--- src/rtl/tdt_pkg.sv ---
package tdt_pkg;

    localparam int DW = 8;

    typedef enum logic [1:0] {
        REG_CTRL   = 2'd0,
        REG_STATUS = 2'd1,
        REG_LIMIT  = 2'd2,
        REG_IRQ    = 2'd3
    } reg_sel_e;

    typedef struct packed {
        logic          wr;
        logic          rd;
        reg_sel_e      sel;
        logic [DW-1:0] wdata;
    } bus_req_t;

    typedef struct packed {
        logic [DW-1:0] count;
        logic          seen;
    } dwell_t;

    // Below the threshold only the seen marker shows; from it on, the raw count.
    function automatic logic [DW-1:0] status_view(dwell_t d, logic [DW-1:0] thresh);
        if (d.count >= thresh)
            return d.count;
        else
            return {{(DW-1){1'b0}}, d.seen};
    endfunction

endpackage

--- src/rtl/tdt_dwell_counter.sv ---
module tdt_dwell_counter
    import tdt_pkg::*;
(
    input  logic   clk,
    input  logic   rst,
    input  logic   active,
    input  logic   tick,
    input  logic   clr,
    output dwell_t st
);
    localparam logic [DW-1:0] TOP = '1;

    always_ff @(posedge clk) begin
        if (rst) begin
            st <= '0;
        end else if (clr) begin
            st <= '0;
        end else begin
            if (active)
                st.seen <= 1'b1;
            if (active && tick && (st.count != TOP))
                st.count <= st.count + 1'b1;
        end
    end
endmodule

--- src/rtl/tdt_limit_flag.sv ---
module tdt_limit_flag
    import tdt_pkg::*;
(
    input  logic          clk,
    input  logic          rst,
    input  logic          active,
    input  logic [DW-1:0] count,
    input  logic [DW-1:0] limit,
    input  logic          clr,
    output logic          flag
);
    logic over;

    always_comb begin
        over = active && ((limit == '0) || (count > limit));
    end

    always_ff @(posedge clk) begin
        if (rst)
            flag <= 1'b0;
        else
            flag <= over | (flag & ~clr);
    end
endmodule

--- src/rtl/tdt_regfile.sv ---
module tdt_regfile
    import tdt_pkg::*;
(
    input  logic          clk,
    input  logic          rst,
    input  bus_req_t      req,
    input  logic          lock,
    input  logic [DW-1:0] status,
    input  logic          flag,
    output logic          en,
    output logic [DW-1:0] limit,
    output logic [DW-1:0] rdata,
    output logic          stat_clr,
    output logic          flag_clr
);
    always_comb begin
        stat_clr = req.rd && (req.sel == REG_STATUS);
        flag_clr = req.wr && (req.sel == REG_IRQ) && req.wdata[0];
    end

    always_ff @(posedge clk) begin
        if (rst) begin
            en    <= 1'b0;
            limit <= '0;
        end else if (req.wr) begin
            if (req.sel == REG_CTRL)
                en <= req.wdata[0];
            if ((req.sel == REG_LIMIT) && !lock)
                limit <= req.wdata;
        end
    end

    always_comb begin
        case (req.sel)
            REG_CTRL:   rdata = {{(DW-1){1'b0}}, en};
            REG_STATUS: rdata = status;
            REG_LIMIT:  rdata = limit;
            REG_IRQ:    rdata = {{(DW-1){1'b0}}, flag};
            default:    rdata = '0;
        endcase
    end
endmodule

--- src/rtl/therm_dwell_timer.sv ---
module therm_dwell_timer
    import tdt_pkg::*;
#(
    parameter int SEEN_QUANTA = 2
) (
    input  logic       clk,
    input  logic       rst,
    input  logic       tick,
    input  logic       therm_n,
    input  logic       lock,
    input  logic       bus_wr,
    input  logic       bus_rd,
    input  logic [1:0] bus_addr,
    input  logic [7:0] bus_wdata,
    output logic [7:0] bus_rdata,
    output logic       irq_flag
);
    localparam logic [DW-1:0] THRESH = DW'(SEEN_QUANTA);

    bus_req_t      req;
    dwell_t        dwell;
    logic          en_q;
    logic [DW-1:0] limit_q;
    logic [DW-1:0] cnt_now;
    logic [DW-1:0] stat_view;
    logic          active;
    logic          stat_clr;
    logic          flag_clr;

    always_comb begin
        req.wr    = bus_wr;
        req.rd    = bus_rd;
        req.sel   = reg_sel_e'(bus_addr);
        req.wdata = bus_wdata;
        active    = en_q && !therm_n;
        cnt_now   = dwell.count;
        stat_view = status_view(dwell, THRESH);
    end

    tdt_regfile u_regs (
        .clk      (clk),
        .rst      (rst),
        .req      (req),
        .lock     (lock),
        .status   (stat_view),
        .flag     (irq_flag),
        .en       (en_q),
        .limit    (limit_q),
        .rdata    (bus_rdata),
        .stat_clr (stat_clr),
        .flag_clr (flag_clr)
    );

    tdt_dwell_counter u_cnt (
        .clk    (clk),
        .rst    (rst),
        .active (active),
        .tick   (tick),
        .clr    (stat_clr),
        .st     (dwell)
    );

    tdt_limit_flag u_flag (
        .clk    (clk),
        .rst    (rst),
        .active (active),
        .count  (dwell.count),
        .limit  (limit_q),
        .clr    (flag_clr),
        .flag   (irq_flag)
    );
endmodule

--- config.mk ---
export PLATFORM = sky130hd
export DESIGN_NAME = therm_dwell_timer
export DESIGN_NICKNAME = d
export VERILOG_FILES = /design/src/rtl/tdt_pkg.sv /design/src/rtl/tdt_dwell_counter.sv /design/src/rtl/tdt_limit_flag.sv /design/src/rtl/tdt_regfile.sv /design/src/rtl/therm_dwell_timer.sv
export SDC_FILE = /design/constraint.sdc
export NUM_CORES = 1
export LEC_CHECK = 0
export ABC_AREA = 1
export BUFFER_PORTS_ARGS = -buffer_cell sky130_fd_sc_hd__buf_2
export CORE_MARGIN = 5
export CORE_UTILIZATION = 30
export DETAILED_ROUTE_END_ITERATION = 6
export PLACE_DENSITY = 0.6
export SYNTH_ARGS = -nofsm -noshare
export SYNTH_HDL_FRONTEND = slang
export SYNTH_HIERARCHICAL = 1
export SYNTH_SLANG_ARGS = --single-unit
export TNS_END_PERCENT = 100
--- constraint.sdc ---
create_clock -name clk -period 1.7 [get_ports clk]
set_input_delay 0 -clock clk [delete_from_list [all_inputs] [get_ports clk]]
set_output_delay 0 -clock clk [all_outputs]
set_load 0.01 [all_outputs]
Word-level counts from Yosys, hierarchy flattened
Cells that the tools add are included.
{ "word_totals": {"elab_cells": 33, "register_bits": 19} }
{ "classes": {"n_bitwise": 3, "n_eq_ne": 4, "n_lt_le_gt_ge": 2, "n_reduce_logical": 16, "mux": 2, "n_addsub": 1} }
{ "op_table": {"columns": ["op", "n"], "rows": [
  ["$pmux 8 s4", 1],
  ["$add 8x1->8 const B", 1],
  ["$ge 8x2->1 const B", 1],
  ["$gt 8x8->1", 1],
  ["$logic_and 1x1->1", 8],
  ["$logic_not 8->1", 1],
  ["$mux 8", 1],
  ["$ne 8x8->1 const B", 1],
  ["$eq 2x2->1 const B", 2],
  ["$reduce_and 2->1", 2],
  ["$eq 2x1->1 const B", 1],
  ["$logic_not 1->1", 2],
  ["$logic_not 2->1", 1],
  ["$reduce_or 2->1", 1],
  ["$and 1x1->1", 1],
  ["$logic_or 1x1->1", 1],
  ["$not 1->1", 1],
  ["$or 1x1->1", 1]
]} }

Logic depth before layout (Yosys ltp)
{ "depth": {"word_depth": 6, "depth_mapped": 13, "mapped_depth_nobuf": 13} }

Modules after synthesis
The synthesis kept the hierarchy.
{ "modules_own_cells": {"columns": ["module", "cells_per_inst", "area_each_um2", "instances", "seq_area_each_um2"], "rows": [
  ["tdt_regfile", 95, 565.5, 1, 180.2],
  ["tdt_dwell_counter", 68, 467.9, 1, 180.2],
  ["tdt_limit_flag", 46, 287.8, 1, 20.0],
  ["therm_dwell_timer", 19, 72.6, 1, 0.0]
]} }

Least setup slack after synthesis
OpenSTA, ideal clock, no wires.
{ "synth_path": {"path_kind": "reg2reg", "from": "register u_regs.limit[7]", "to": "register u_flag.flag", "stages_incl_launch_ff": 10, "required_ns": 1.586, "setup_ns": 0.114, "arrival_time_ns": 1.192, "synth_period_minus_slack_ns": 1.305, "slack_ns": 0.395, "path_cell_list": "dfxtp_1 > inv_1 > ha_1 > a21o_2 > nor2_1 > nand2_1 > nand2_1 > nand2_1 > nand2_1 > a21oi_2"} }
{ "synth_between": {"elab_chain_len": 4, "word_cells_on_any_way": 5, "cone_classes": "order compare: 1; bitwise: 1; reduce/logical: 3"} }
{ "synth_lines": {"columns": ["element", "line_no", "text"], "rows": [
  ["start: declaration", "tdt_regfile.sv:11", "output logic [DW-1:0] limit,"],
  ["start signal: assignment", "tdt_regfile.sv:29", "limit <= req.wdata;"],
  ["$gt 8x8->1 / $logic_not 8->1 (equally long branches)", "tdt_limit_flag.sv:15", "over = active && ((limit == '0) || (count > limit));"],
  ["$logic_or 1x1->1 (*)", "tdt_limit_flag.sv:15", null],
  ["$logic_and 1x1->1 (*)", "tdt_limit_flag.sv:15", null],
  ["$or 1x1->1 (*)", "tdt_limit_flag.sv:22", "flag <= over | (flag & ~clr);"],
  ["end signal: assignment", "tdt_limit_flag.sv:22", null],
  ["end: declaration", "tdt_limit_flag.sv:10", "output logic flag"]
]} }
Mark *: on every way between the ends. The rest lies on a longest branch, timed or not.
A chain may end at the register's enable or synchronous reset.

Worst setup path after layout
{ "layout_path": {"from": "register u_cnt/st[6] (netlist name)", "to": "output port bus_rdata[0]"} }
{ "layout_between": {"elab_chain_len": 3} }
{ "layout_lines": {"columns": ["element", "line_no", "text"], "rows": [
  ["$ge 8x2->1", "tdt_pkg.sv:26", "if (d.count >= thresh)"],
  ["$mux 8", "tdt_pkg.sv:26", null],
  ["named net stat_view[0]", "therm_dwell_timer.sv:25", "logic [DW-1:0] stat_view;"],
  ["$pmux 8 s4", "tdt_regfile.sv:34", "case (req.sel)"],
  ["end: declaration", "therm_dwell_timer.sv:15", "output logic [7:0] bus_rdata,"]
]} }
The timed path passes the listed nets, and every way through them passes these cells.

==> flow_summary.toml <==
[placement]
dp_hpwl_mm = 2.48
dp.cells = 300
gp_congestion = 0.769
pre_cts_ws_ns = 0.285
io_buffers = 25

[sta]
fin_setup_tns_ns = 0
grt_setup_unrepaired = "no"
tightest_slew_ns = 0.364
fmax_mhz = 686
finalMaxSlewViolations = 0
slew_headroom = 0.757
finalCritPeriodShare = 0.857
setup_viol = 0
hold_violations = 0
setup_ws_ns = 0.242
fin_worst_skew_ns = 0.00122
finalCriticalPeriod_ns = 1.46

[pwr]
total_power_w = 0.000933
p_sw_frac = 0.269
power_frac_comb = 0.158
p_leak_nw = 0.826
pwr-share-seq = 0.499
ir_worst_vdd_v = 0.000353
p_per_area_nw_per_um2 = 574
p_sw_w = 0.000251
p_int_w = 0.000682
power_frac_clock = 0.343

[synth]
yosysTopAreaCell = "dfxtp_1"
synth_cells = 228
syn_nets = 254
yosys.area.top_type_share = 0.273
ys_seq_area_frac = 0.273
synth-seq-cells = 19
ys.warnings.count = 6
syn_avg_cell_area_um2 = 6.11
yosys-top-cells-area = "dfxtp_1 (27%), nand2_1 (18%), nor2_1 (10%)"
yosysUniqueCellTypes = 25
syn_area_um2 = 1390

[floorplan]
die_y_um = 78.2
std_cell_rows = 24
ios = 26
chipWidth_um = 78.2
dieArea_um2 = 6110
core_area_um2 = 4440
start_util = 0.314

[clock_network]
htreeDepth = 1
post-cts-setup-buffer-count = 0
cts_root_buf = "clkbuf_8"
clockBufferDepth = 2
cts_resized = 0
numCtsBuffers = 3
cts_tree = "built"
cts.sinks = 19
insertion_delay_ns = 0.26
path_clk_slew_ns = 0.07
holdBufCountCts = 1

[drt]
post_drt_wl_per_cell_um = 10.0
dr.pass1.iters = 4
vias_per_cell = 4.42
first_iter_violations = 107
drt_wl_total_mm = 3.05
postRouteAntennaNets = 0
drc = 0
route.vias.total = 1349

[layout]
layout_commonest_cell = "nand2_1"
final_util = 0.365
area_delta_synth_final_pct = 16.5
nNetsFinal = 280
antenna_cells = 0
stdcell_count = 305
drive_above_1_share = 0.194
final_cell_mix = "nand2_1 (67), nor2_1 (38), inv_1 (32)"
fillCellCount = 500
multi_input_area_um2 = 841
seqCellArea_um2 = 380

[global_routing]
use_met3 = 0.0286
antenna_found_initial = 0
grt_util_met2 = 0.164
gr-usage-all-layers = 0.105
gr-max-usage-layer = "met2"
overflow = 0
grt_max_degree = 17
met1_usage = 0.147
grt_pass1_wl_mm = 5.29
grt_pass1_vias = 1226

[setup_path]
cp.required_ns = 1.70
crit_arrival_ns = 1.46
critPathLaunchType = "flop"
worst_setup_path_end_kind = "primary output"
criticalPathCategory = "flop to primary output"
crit_path_max_fanout = 5

[min_path]
min_path_type = "input port to flop"

[run]
cap_violations = 0

[status]
outcome = "finished, final reports clean"
## stage by stage
stage | hold WS, ns | instance area, um^2
2_1_floorplan | 0.0624 | 1390
3_3_place_gp | 0.271 | 1570
3_5_place_dp | 0.269 | 1570
4_1_cts | 0.0448 | 1620
5_1_grt | 0.0573 | 1620
6_report | 0.0488 | 1620
## power by group through the flow
stage | combinational, W | sequential (W) | clock [W]
6_report | 0.000147 | 0.000465 | 0.000320
5_1_grt | 0.000167 | 0.000467 | 0.000356
4_1_cts | 0.000149 | 0.000465 | 0.000332
3_5_place_dp | 0.000147 | 0.000476 | 0
3_3_place_gp | 0.000145 | 0.000476 | 0
2_1_floorplan | 0.0000993 | 0.000474 | 0
## path summary, 6_finish.rpt
kind                                 startpoint           end  slack, ns  cells past startpoint
worst max-delay path                u_cnt/st[6]  bus_rdata[0]       0.24                      9
worst min register to register      u_cnt/st[0]   u_cnt/st[0]       0.47                      1
worst min-delay path                     bus_wr     u_regs/en       0.05                      3
worst max register to register  u_regs/limit[7]   u_flag/flag       0.28                      9
## logic make-up (layout without fill, tap and decap cells)
family / after synthesis / in the layout / share of synthesized area
and+or+nand+nor: 141 / 141 / 0.461
buffers and inverters: 44 / 69 / 0.124
adders and majority gates: 9 / 9 / 0.0808
DFF: 19 / 19 / 0.273
AOI/OAI and AO/OA: 15 / 15 / 0.0610
## critical path: stages, from the launching register on
cell and delay [ns]:
dfxtp_1 0.36, buf_4 0.16, nor2_1 0.10, nand2_1 0.10
nor2_1 0.10, nand2_1 0.05, nand2_1 0.06, nand2_1 0.05
nand4_1 0.10, buf_2 0.13
## layout make-up
cell class	count	area share
timing repair buffer	29	0.0971
multi-input combinational	165	0.518
inverter	36	0.0832
tap	52	0.0401
clock buffer	4	0.0277
sequential	19	0.234
## sequential cells by signal, summed over array words and instances (netlist names)
name          cells
u_cnt/st          9
u_regs/en         1
u_regs/limit      8
u_flag/flag       1
## cells in the mapped netlist (all sizes together)
library cell,number
nand3,17
nor3,4
nand4,2
clkbuf,7
clkinv,1
a21oi,9
o21ai,4
o21a,1
and3,1
inv,35
ha,9
buf,1
nor2,46
a21o,1
nand2,70
nor4,1
dfxtp,19
## per-layer routing
layer,vias up,part of all wire
met3,2,0.046
met4,0,0.0046
li1,747,-
met5,-,0
met1,576,0.51
met2,24,0.44
Power figures use the tool's default switching activity.
